### config.mk
export PLATFORM = sky130hd
export DESIGN_NAME = pmic_fault_ctrl
export DESIGN_NICKNAME = d
export VERILOG_FILES = /design/src/rtl/pfc_pkg.sv /design/src/rtl/pfc_evlatch.sv /design/src/rtl/pfc_offctl.sv /design/src/rtl/pmic_fault_ctrl.sv
export SDC_FILE = /design/constraint.sdc
export NUM_CORES = 1
export LEC_CHECK = 0
export BUFFER_PORTS_ARGS = -buffer_cell sky130_fd_sc_hd__buf_4
export CAP_MARGIN = 5
export CORE_MARGIN = 5
export CORE_UTILIZATION = 52
export CTS_CLUSTER_DIAMETER = 200
export DETAILED_ROUTE_END_ITERATION = 10
export GPL_ROUTABILITY_DRIVEN = 0
export PLACE_DENSITY = 0.87
export SLEW_MARGIN = 25
export SYNTH_ARGS = -nofsm -noshare
export SYNTH_HDL_FRONTEND = slang
export SYNTH_SLANG_ARGS = --single-unit
### constraint.sdc
create_clock -name clk -period 1.6 [get_ports clk]
set_input_delay 0.32 -clock clk [delete_from_list [all_inputs] [get_ports clk]]
set_output_delay 0.32 -clock clk [all_outputs]
set_load 0.01 [all_outputs]
### src/rtl/pfc_pkg.sv
package pfc_pkg;
    parameter int DW     = 8;
    parameter int AW     = 3;
    parameter int EV_W   = 8;
    parameter int WARN_W = 2;
    parameter int SD_W   = 7;
    parameter int CW     = 4;

    localparam logic [AW-1:0] A_EN_MAIN  = 3'd0;
    localparam logic [AW-1:0] A_ST_MAIN  = 3'd1;
    localparam logic [AW-1:0] A_EN_WARN  = 3'd2;
    localparam logic [AW-1:0] A_ST_WARN  = 3'd3;
    localparam logic [AW-1:0] A_SD_EN    = 3'd4;
    localparam logic [AW-1:0] A_CAUSE    = 3'd5;
    localparam logic [AW-1:0] A_CMD      = 3'd6;

    localparam logic [SD_W-1:0] SD_EN_RST = 7'h60;

    typedef enum logic [CW-1:0] {
        OC_VIN    = 4'h0,
        OC_BUCK1  = 4'h1,
        OC_BUCK2  = 4'h2,
        OC_BUCK3  = 4'h3,
        OC_KEY    = 4'h4,
        OC_REGCMD = 4'h5,
        OC_OT     = 4'h6,
        OC_REBOOT = 4'h7,
        OC_BUCK4  = 4'h8,
        OC_HOLD   = 4'h9,
        OC_NONE   = 4'hF
    } off_cause_e;

    typedef enum logic {ST_ON = 1'b0, ST_OFF = 1'b1} pwr_state_e;
endpackage

### src/rtl/pfc_evlatch.sv
module pfc_evlatch #(
    parameter int W = 8
) (
    input  logic         clk,
    input  logic         por_n,
    input  logic [W-1:0] ev,
    input  logic [W-1:0] en,
    input  logic         clr,
    output logic [W-1:0] stat
);
    for (genvar i = 0; i < W; i++) begin : g_bit
        always_ff @(posedge clk or negedge por_n) begin
            if (!por_n)
                stat[i] <= 1'b0;
            else
                stat[i] <= (stat[i] & ~clr) | (ev[i] & en[i]);
        end

        // a bit only rises when its event was present and enabled
        a_r2_rise_needs_enable: assert property (@(posedge clk) disable iff (!por_n)
            (!$past(stat[i]) && stat[i]) |-> $past(ev[i] && en[i]));
        // a read without a new event clears the bit
        a_r1_read_clears: assert property (@(posedge clk) disable iff (!por_n)
            (clr && !(ev[i] && en[i])) |=> !stat[i]);
        // a coincident enabled event survives the read
        a_r3_event_kept: assert property (@(posedge clk) disable iff (!por_n)
            (clr && ev[i] && en[i]) |=> stat[i]);
    end
endmodule

### src/rtl/pfc_offctl.sv
module pfc_offctl
    import pfc_pkg::*;
(
    input  logic            clk,
    input  logic            por_n,
    input  logic [SD_W-1:0] sd_ev,
    input  logic [SD_W-1:0] sd_en,
    input  logic            reboot_req,
    input  logic            hold_fail,
    input  logic            reg_off,
    input  logic            restart,
    output logic            off_req,
    output logic [CW-1:0]   cause
);
    pwr_state_e     state, state_nx;
    logic [SD_W-1:0] hits;
    logic           trig;
    off_cause_e     pick;

    assign hits = sd_ev & sd_en;
    assign trig = (|hits) | hold_fail | reboot_req | reg_off;

    always_comb begin
        if      (hits[6])    pick = OC_OT;
        else if (hits[0])    pick = OC_VIN;
        else if (hits[1])    pick = OC_BUCK1;
        else if (hits[2])    pick = OC_BUCK2;
        else if (hits[3])    pick = OC_BUCK3;
        else if (hits[4])    pick = OC_BUCK4;
        else if (hits[5])    pick = OC_KEY;
        else if (hold_fail)  pick = OC_HOLD;
        else if (reboot_req) pick = OC_REBOOT;
        else                 pick = OC_REGCMD;
    end

    always_comb begin
        state_nx = state;
        unique case (state)
            ST_ON:  if (trig)    state_nx = ST_OFF;
            ST_OFF: if (restart) state_nx = ST_ON;
        endcase
    end

    always_ff @(posedge clk or negedge por_n) begin
        if (!por_n) begin
            state <= ST_ON;
            cause <= OC_NONE;
        end else begin
            state <= state_nx;
            if (state == ST_ON && trig)
                cause <= pick;
        end
    end

    always_comb begin
        off_req = (state == ST_OFF);
    end

    // a trigger while on leads to the off state
    a_r7_trigger_shuts: assert property (@(posedge clk) disable iff (!por_n)
        (!off_req && trig) |=> off_req);
    // while off and not restarting, the request and cause hold
    a_r10_off_holds: assert property (@(posedge clk) disable iff (!por_n)
        (off_req && !restart) |=> (off_req && $stable(cause)));
    // cause only moves on entry to the off state
    a_r8_cause_on_entry: assert property (@(posedge clk) disable iff (!por_n)
        !$stable(cause) |-> $rose(off_req));
endmodule

### src/rtl/pmic_fault_ctrl.sv
module pmic_fault_ctrl
    import pfc_pkg::*;
(
    input  logic              clk,
    input  logic              por_n,
    input  logic [EV_W-1:0]   fault_ev,
    input  logic [WARN_W-1:0] warn_ev,
    input  logic              reboot_req,
    input  logic              hold_fail,
    input  logic              restart,
    input  logic              wr_en,
    input  logic              rd_en,
    input  logic [AW-1:0]     addr,
    input  logic [DW-1:0]     wdata,
    output logic [DW-1:0]     rdata,
    output logic              irq_n,
    output logic              off_req,
    output logic [CW-1:0]     off_cause
);
    logic [EV_W-1:0]   en_main, st_main;
    logic [WARN_W-1:0] en_warn, st_warn;
    logic [SD_W-1:0]   sd_en;
    logic              clr_main, clr_warn, reg_off;

    assign clr_main = rd_en && (addr == A_ST_MAIN);
    assign clr_warn = rd_en && (addr == A_ST_WARN);
    assign reg_off  = wr_en && (addr == A_CMD) && wdata[0];

    always_ff @(posedge clk or negedge por_n) begin
        if (!por_n) begin
            en_main <= '0;
            en_warn <= '0;
            sd_en   <= SD_EN_RST;
        end else if (wr_en) begin
            if (addr == A_EN_MAIN) en_main <= wdata;
            if (addr == A_EN_WARN) en_warn <= wdata[WARN_W-1:0];
            if (addr == A_SD_EN)   sd_en   <= wdata[SD_W-1:0];
        end
    end

    pfc_evlatch #(.W(EV_W)) u_main (
        .clk(clk), .por_n(por_n), .ev(fault_ev), .en(en_main),
        .clr(clr_main), .stat(st_main));

    pfc_evlatch #(.W(WARN_W)) u_warn (
        .clk(clk), .por_n(por_n), .ev(warn_ev), .en(en_warn),
        .clr(clr_warn), .stat(st_warn));

    pfc_offctl u_off (
        .clk(clk), .por_n(por_n), .sd_ev(fault_ev[SD_W-1:0]), .sd_en(sd_en),
        .reboot_req(reboot_req), .hold_fail(hold_fail), .reg_off(reg_off),
        .restart(restart), .off_req(off_req), .cause(off_cause));

    always_comb begin
        rdata = '0;
        unique case (addr)
            A_EN_MAIN: rdata = en_main;
            A_ST_MAIN: rdata = st_main;
            A_EN_WARN: rdata[WARN_W-1:0] = en_warn;
            A_ST_WARN: rdata[WARN_W-1:0] = st_warn;
            A_SD_EN:   rdata[SD_W-1:0] = sd_en;
            A_CAUSE:   rdata[CW-1:0] = off_cause;
            default:   rdata = '0;
        endcase
    end

    assign irq_n = ~|(st_main & en_main);

    // a newly set warning bit leaves the pin alone when no main cause is pending
    a_r5_warn_quiet: assert property (@(posedge clk) disable iff (!por_n)
        ($rose(|st_warn) && (st_main == '0)) |-> irq_n);
endmodule

Word level (Yosys, flattened, before mapping)
Cells that the tools add are included.
{"block": "totals", "register_bits": 32, "inputBits": 28, "out_inout_bits": 14, "elab_cells": 87}
{"block": "classes", "n_eq_ne": 6, "mux": 16, "bitwise": 38, "reduce_logical": 12}
{"operator": "4-bit two-way mux", "count": 8}
{"operator": "1-bit AND", "count": 20}
{"operator": "1-bit OR", "count": 13}
{"operator": "2-bit case mux with 6 select lines", "count": 1}
{"operator": "3-bit == test, second input constant", "count": 3}
{"operator": "3-bit case mux with 3 select lines", "count": 1}
{"operator": "8-bit AND", "count": 1}
{"operator": "2-bit case mux with 4 select lines", "count": 1}
{"operator": "8-bit OR reduction", "count": 1}
{"operator": "7-bit AND", "count": 1}
{"operator": "7-bit OR reduction", "count": 1}
{"operator": "3-bit by 2-bit == test with 1-bit output, second input constant", "count": 2}
{"operator": "2-bit AND reduction", "count": 3}
{"operator": "1-bit logical AND", "count": 5}
{"operator": "1-bit case mux with 2 select lines", "count": 2}
{"operator": "3-bit by 1-bit == test with 1-bit output, second input constant", "count": 1}
{"operator": "3-bit zero test", "count": 1}
{"operator": "1-bit NOT", "count": 3}
{"operator": "1-bit two-way mux", "count": 2}
{"operator": "2-bit two-way mux", "count": 1}
{"operator": "1-bit zero test", "count": 1}

Longest topological paths before layout
{"block": "logic_depth", "depth_word": 9, "mapped_depth": 5, "ltp_nobuf": 4}

Modules after synthesis
From an unflattened synthesis, not the netlist that was laid out.
{"block": "hier_totals", "hier_cells": 163, "hier_area_um2": 1774.2}
{"mod": "pmic_fault_ctrl", "n_inst": 1, "cells_each": 86, "area_each_um2": 1019.7, "seq_area_each_um2": 427.9}
{"mod": "pfc_offctl", "n_inst": 1, "cells_each": 37, "area_each_um2": 375.4, "seq_area_each_um2": 130.1}
{"mod": "pfc_evlatch at u_main", "n_inst": 1, "cells_each": 32, "area_each_um2": 300.3, "seq_area_each_um2": 200.2}
{"mod": "pfc_evlatch at u_warn", "n_inst": 1, "cells_each": 8, "area_each_um2": 78.8, "seq_area_each_um2": 50.0}

Worst setup path after synthesis
OpenSTA, ideal clock, no wires.
{"block": "synth_timing", "path_kind": "input port to output port", "start": "in addr[0]", "end": "out rdata[3]", "arrival_ps": 1070, "t_required_ps": 1280, "setup_slack_ps": 210, "stages": 3, "path_buffers": 1, "path_cell_list": "buf_6 mux4_2 nor2b_1"}
{"block": "synth_via", "elab_chain_cells": 2, "word_cells_on_any_way": 5, "classes_between": "eq/ne: 3; mux: 1; reduce/logical: 1"}
{"element": "start, declared", "line": "pmic_fault_ctrl.sv:13", "rtl": "input logic [AW-1:0] addr,"}
{"element": "3-bit == test (tied with other cells)", "line": "pmic_fault_ctrl.sv:56", "rtl": "unique case (addr)"}
{"element": "2-bit case mux with 4 select lines (*)", "line": "pmic_fault_ctrl.sv:56"}
{"element": "end, declared", "line": "pmic_fault_ctrl.sv:15", "rtl": "output logic [DW-1:0] rdata,"}
Every way passes the cells marked *; elsewhere a longest branch is shown, timed or not.

Worst setup path after layout
{"block": "layout_timing", "start": "reg u_off.cause[1]", "end": "out rdata[1]"}
{"block": "layout_via", "elab_chain_cells": 1}
{"element": "start, declared", "line": "pfc_offctl.sv:13", "rtl": "output logic [CW-1:0] cause"}
{"element": "start signal, assigned", "line": "pfc_offctl.sv:51", "rtl": "cause <= pick;"}
{"element": "2-bit case mux with 6 select lines", "line": "pmic_fault_ctrl.sv:56"}
No other way between the ends.

==> flow_summary.yaml <==
timing:
  rsz0062_at_grt: "true"
  max_freq_ghz: 0.552
  slew_headroom_pct: 67.4
  setup_viol: 8
  finalHoldViolCount: 0
  worstMarginPinSlew_ns: 0.483
  postLayoutSetupSlackWorst_ns: -0.211
  finalCritPeriodShare_pct: 113
  fin_skew_ns: 0.0235
  drv_slew: 0
  period_minus_slack_ns: 1.81
  setup_tns_ns: -1.07
final_layout:
  postLayoutCellArea_um2: 2340
  nets: 236
  final_cell_mix: "buf_4 (60), dfrtp_1 (26), mux2_2 (17)"
  diodes: 0
  syn_to_final_growth_pct: 37.8
  final_common_cell: "buf_4"
  final_layout_size_suffix_gt1_share_pct: 51.7
  fillers: 230
  post-route-util_pct: 75.4
placed_design:
  dpl.hpwl_um: 3240
  place_area_um2: 2100
  dp_slack_ns: -0.000962
  port_buffers: 41
synth:
  syn_area_um2: 1700
  synth-seq-area-share_pct: 47.6
  synth_seq_cells: 32
  synth_flop_cell: "dfrtp_1"
  synth.area.top_cells: "dfrtp_1 (38%), mux2_2 (11%), dfstp_2 (9.3%)"
  yosysWarnings: 0
  synthDistinctLibCells: 39
  synth_top_area_share_pct: 38.3
  synth_largest_area_cell: "dfrtp_1"
  syn-instance-count: 140
  synth-edff-count: 0
  mappedNetlistNets: 168
  synth_async_sr_flop_share_pct: 100
  synth_area_per_cell_um2: 12.1
floorplanning:
  design.die.area_um2: 4510
  die_height_um: 67.1
  initial_utilization_pct: 54.7
  die_w_um: 67.1
  ioPinCount: 42
  core_area_um2: 3100
  num_rows: 20
route:
  drtAntennaViolNets: 0
  drt_first_pass_iters: 5
  wire_per_inst_um: 18.6
  drc: 0
  via_count: 1478
  viasPerCell: 5.84
  wl_um: 4700
  drt-initial-drc-count: 94
global_route:
  antenna_found_initial: 0
  gr-usage-all-layers_pct: 23.1
  grt_pass1_wl_um: 7640
  grtUsageMet1_pct: 26.5
  grt_max_degree: 33
  grt_busiest_layer: "met2"
  overflow: 0
  use_met2_pct: 41.7
  grt_use_met3_pct: 5.32
  grt_pass1_vias: 1566
clocking:
  numCtsBuffers: 5
  ctsHtreeMaxLevel: 2
  cts.sinks: 32
  clkTransAtPathRegs_ns: 0.11
  clk_latency_ns: 0.36
  clockRootBuffer: "clkbuf_4"
  cts_buffer_depth: 2
  cts_tree: "built"
worst_setup_path:
  path_max_fanout: 2
  cp.arrival_ns: 1.49
  critPathCaptureType: "output pin"
  start_kind: "register"
  critical_path_class: "register to output pin"
  cp.required_ns: 1.28
power_and_ir_drop:
  comb_power_share_pct: 34.6
  switching_share_pct: 30.5
  seq_power_share_pct: 42.9
  power_mw: 2.73
  p_int_mw: 1.90
  ir_drop_mv: 0.988
  power_density_nw_per_um2: 1170
  power_switching_mw: 0.835
  clkPwrFrac_pct: 22.5
  power.leakage_nw: 1.11
min_path:
  min_path_type: "input port to register"
run_status:
  outcome: "finished with violations"
  violations: "negative setup slack"
flow_run:
  maxCapViolations: 0
## per-stage QoR
step	std cells	hold WS, ns
floorplan	140	0.0244
global placement	228	0.271
detailed placement	228	0.277
CTS	249	0.116
global route	253	0.130
finish	253	0.120
## flip-flops by register name (all words and copies together), names as in the netlist
signal	cells
en_main	8
en_warn	2
sd_en	7
u_main.stat	8
u_off.cause	4
u_off.off_req	1
u_warn.stat	2
## cell type report
| cell class | instances | area (µm²) | area share, % |
|---|---|---|---|
| timing repair buffer | 65 | 514 | 22.0 |
| multi-input combinational | 100 | 871 | 37.2 |
| sequential | 32 | 808 | 34.5 |
| inverter | 4 | 15.0 | 0.642 |
| clock buffer | 6 | 41.3 | 1.76 |
| tap | 44 | 55.1 | 2.35 |
| clock inverter | 2 | 35.0 | 1.50 |
## cells in the mapped netlist, drive strengths merged (2+ instances only)
| library cell | n |
|---|---|
| nand3b | 3 |
| nand2 | 7 |
| nor3 | 2 |
| mux2i | 8 |
| a22o | 10 |
| mux4 | 3 |
| nor2 | 11 |
| dfrtp | 26 |
| a31oi | 3 |
| nand2b | 2 |
| o22ai | 2 |
| a21oi | 6 |
| dfstp | 6 |
| inv | 4 |
| buf | 3 |
| o21ai | 2 |
| mux2 | 17 |
| and3 | 2 |
| a22oi | 7 |
| nor2b | 3 |
| nand3 | 2 |
## worst max-delay path: stages (launching register included)
cell	delay [ns]
dfstp_2	0.39
mux4_2	0.45
inv_1	0.07
o22ai_1	0.08
buf_4	0.15
## what timing repair did
action | 4_1_cts | 5_1_grt
endpoints found under the setup margin | 7 | 8
gates resized for setup | 6 | 3
hold buffers | 1 | 0
setup buffers | 12 | 4
hold endpoints to repair | 26 | 0
pin swaps | 4 | 2
## power groups by stage
stage | combinational, mW | sequential (mW) | clock [mW]
2_1_floorplan | 0.411 | 1.18 | 0
3_3_place_gp | 0.689 | 1.20 | 0
3_5_place_dp | 0.713 | 1.21 | 0
4_1_cts | 0.887 | 1.16 | 0.626
5_1_grt | 1.01 | 1.19 | 0.650
6_report | 0.945 | 1.17 | 0.615
## cells by family (layout without fill, tap and decap cells)
group | Yosys count | count (layout) | share of synthesized area, %
flops | 32 | 32 | 47.6
compound gates | 37 | 37 | 16.7
mux | 28 | 28 | 20.0
buf+inv | 8 | 77 | 2.58
simple gates | 35 | 35 | 13.1
## metal layers
layer / up-vias / part of all wire [%]
met5: - / 0
met2: 74 / 52
met1: 721 / 38
met3: 13 / 7.6
met4: 0 / 1.7
li1: 670 / -
## worst paths after layout
| path | startpoint | end | slack, ns | depth (start not counted) |
|---|---|---|---|---|
| min | restart | u_off.off_req | 0.12 | 2 |
| min reg2reg | u_warn.stat[0] | u_warn.stat[0] | 0.53 | 1 |
| max reg2reg | sd_en[5] | u_off.cause[1] | 0.10 | 5 |
| max | u_off.cause[1] | rdata[1] | -0.21 | 4 |
| max in group asynchronous | por_n | sd_en[5] | 0.82 | 2 |
| min in group asynchronous | por_n | sd_en[0] | 0.43 | 2 |
Note: power is estimated with default switching activity, not from simulation.
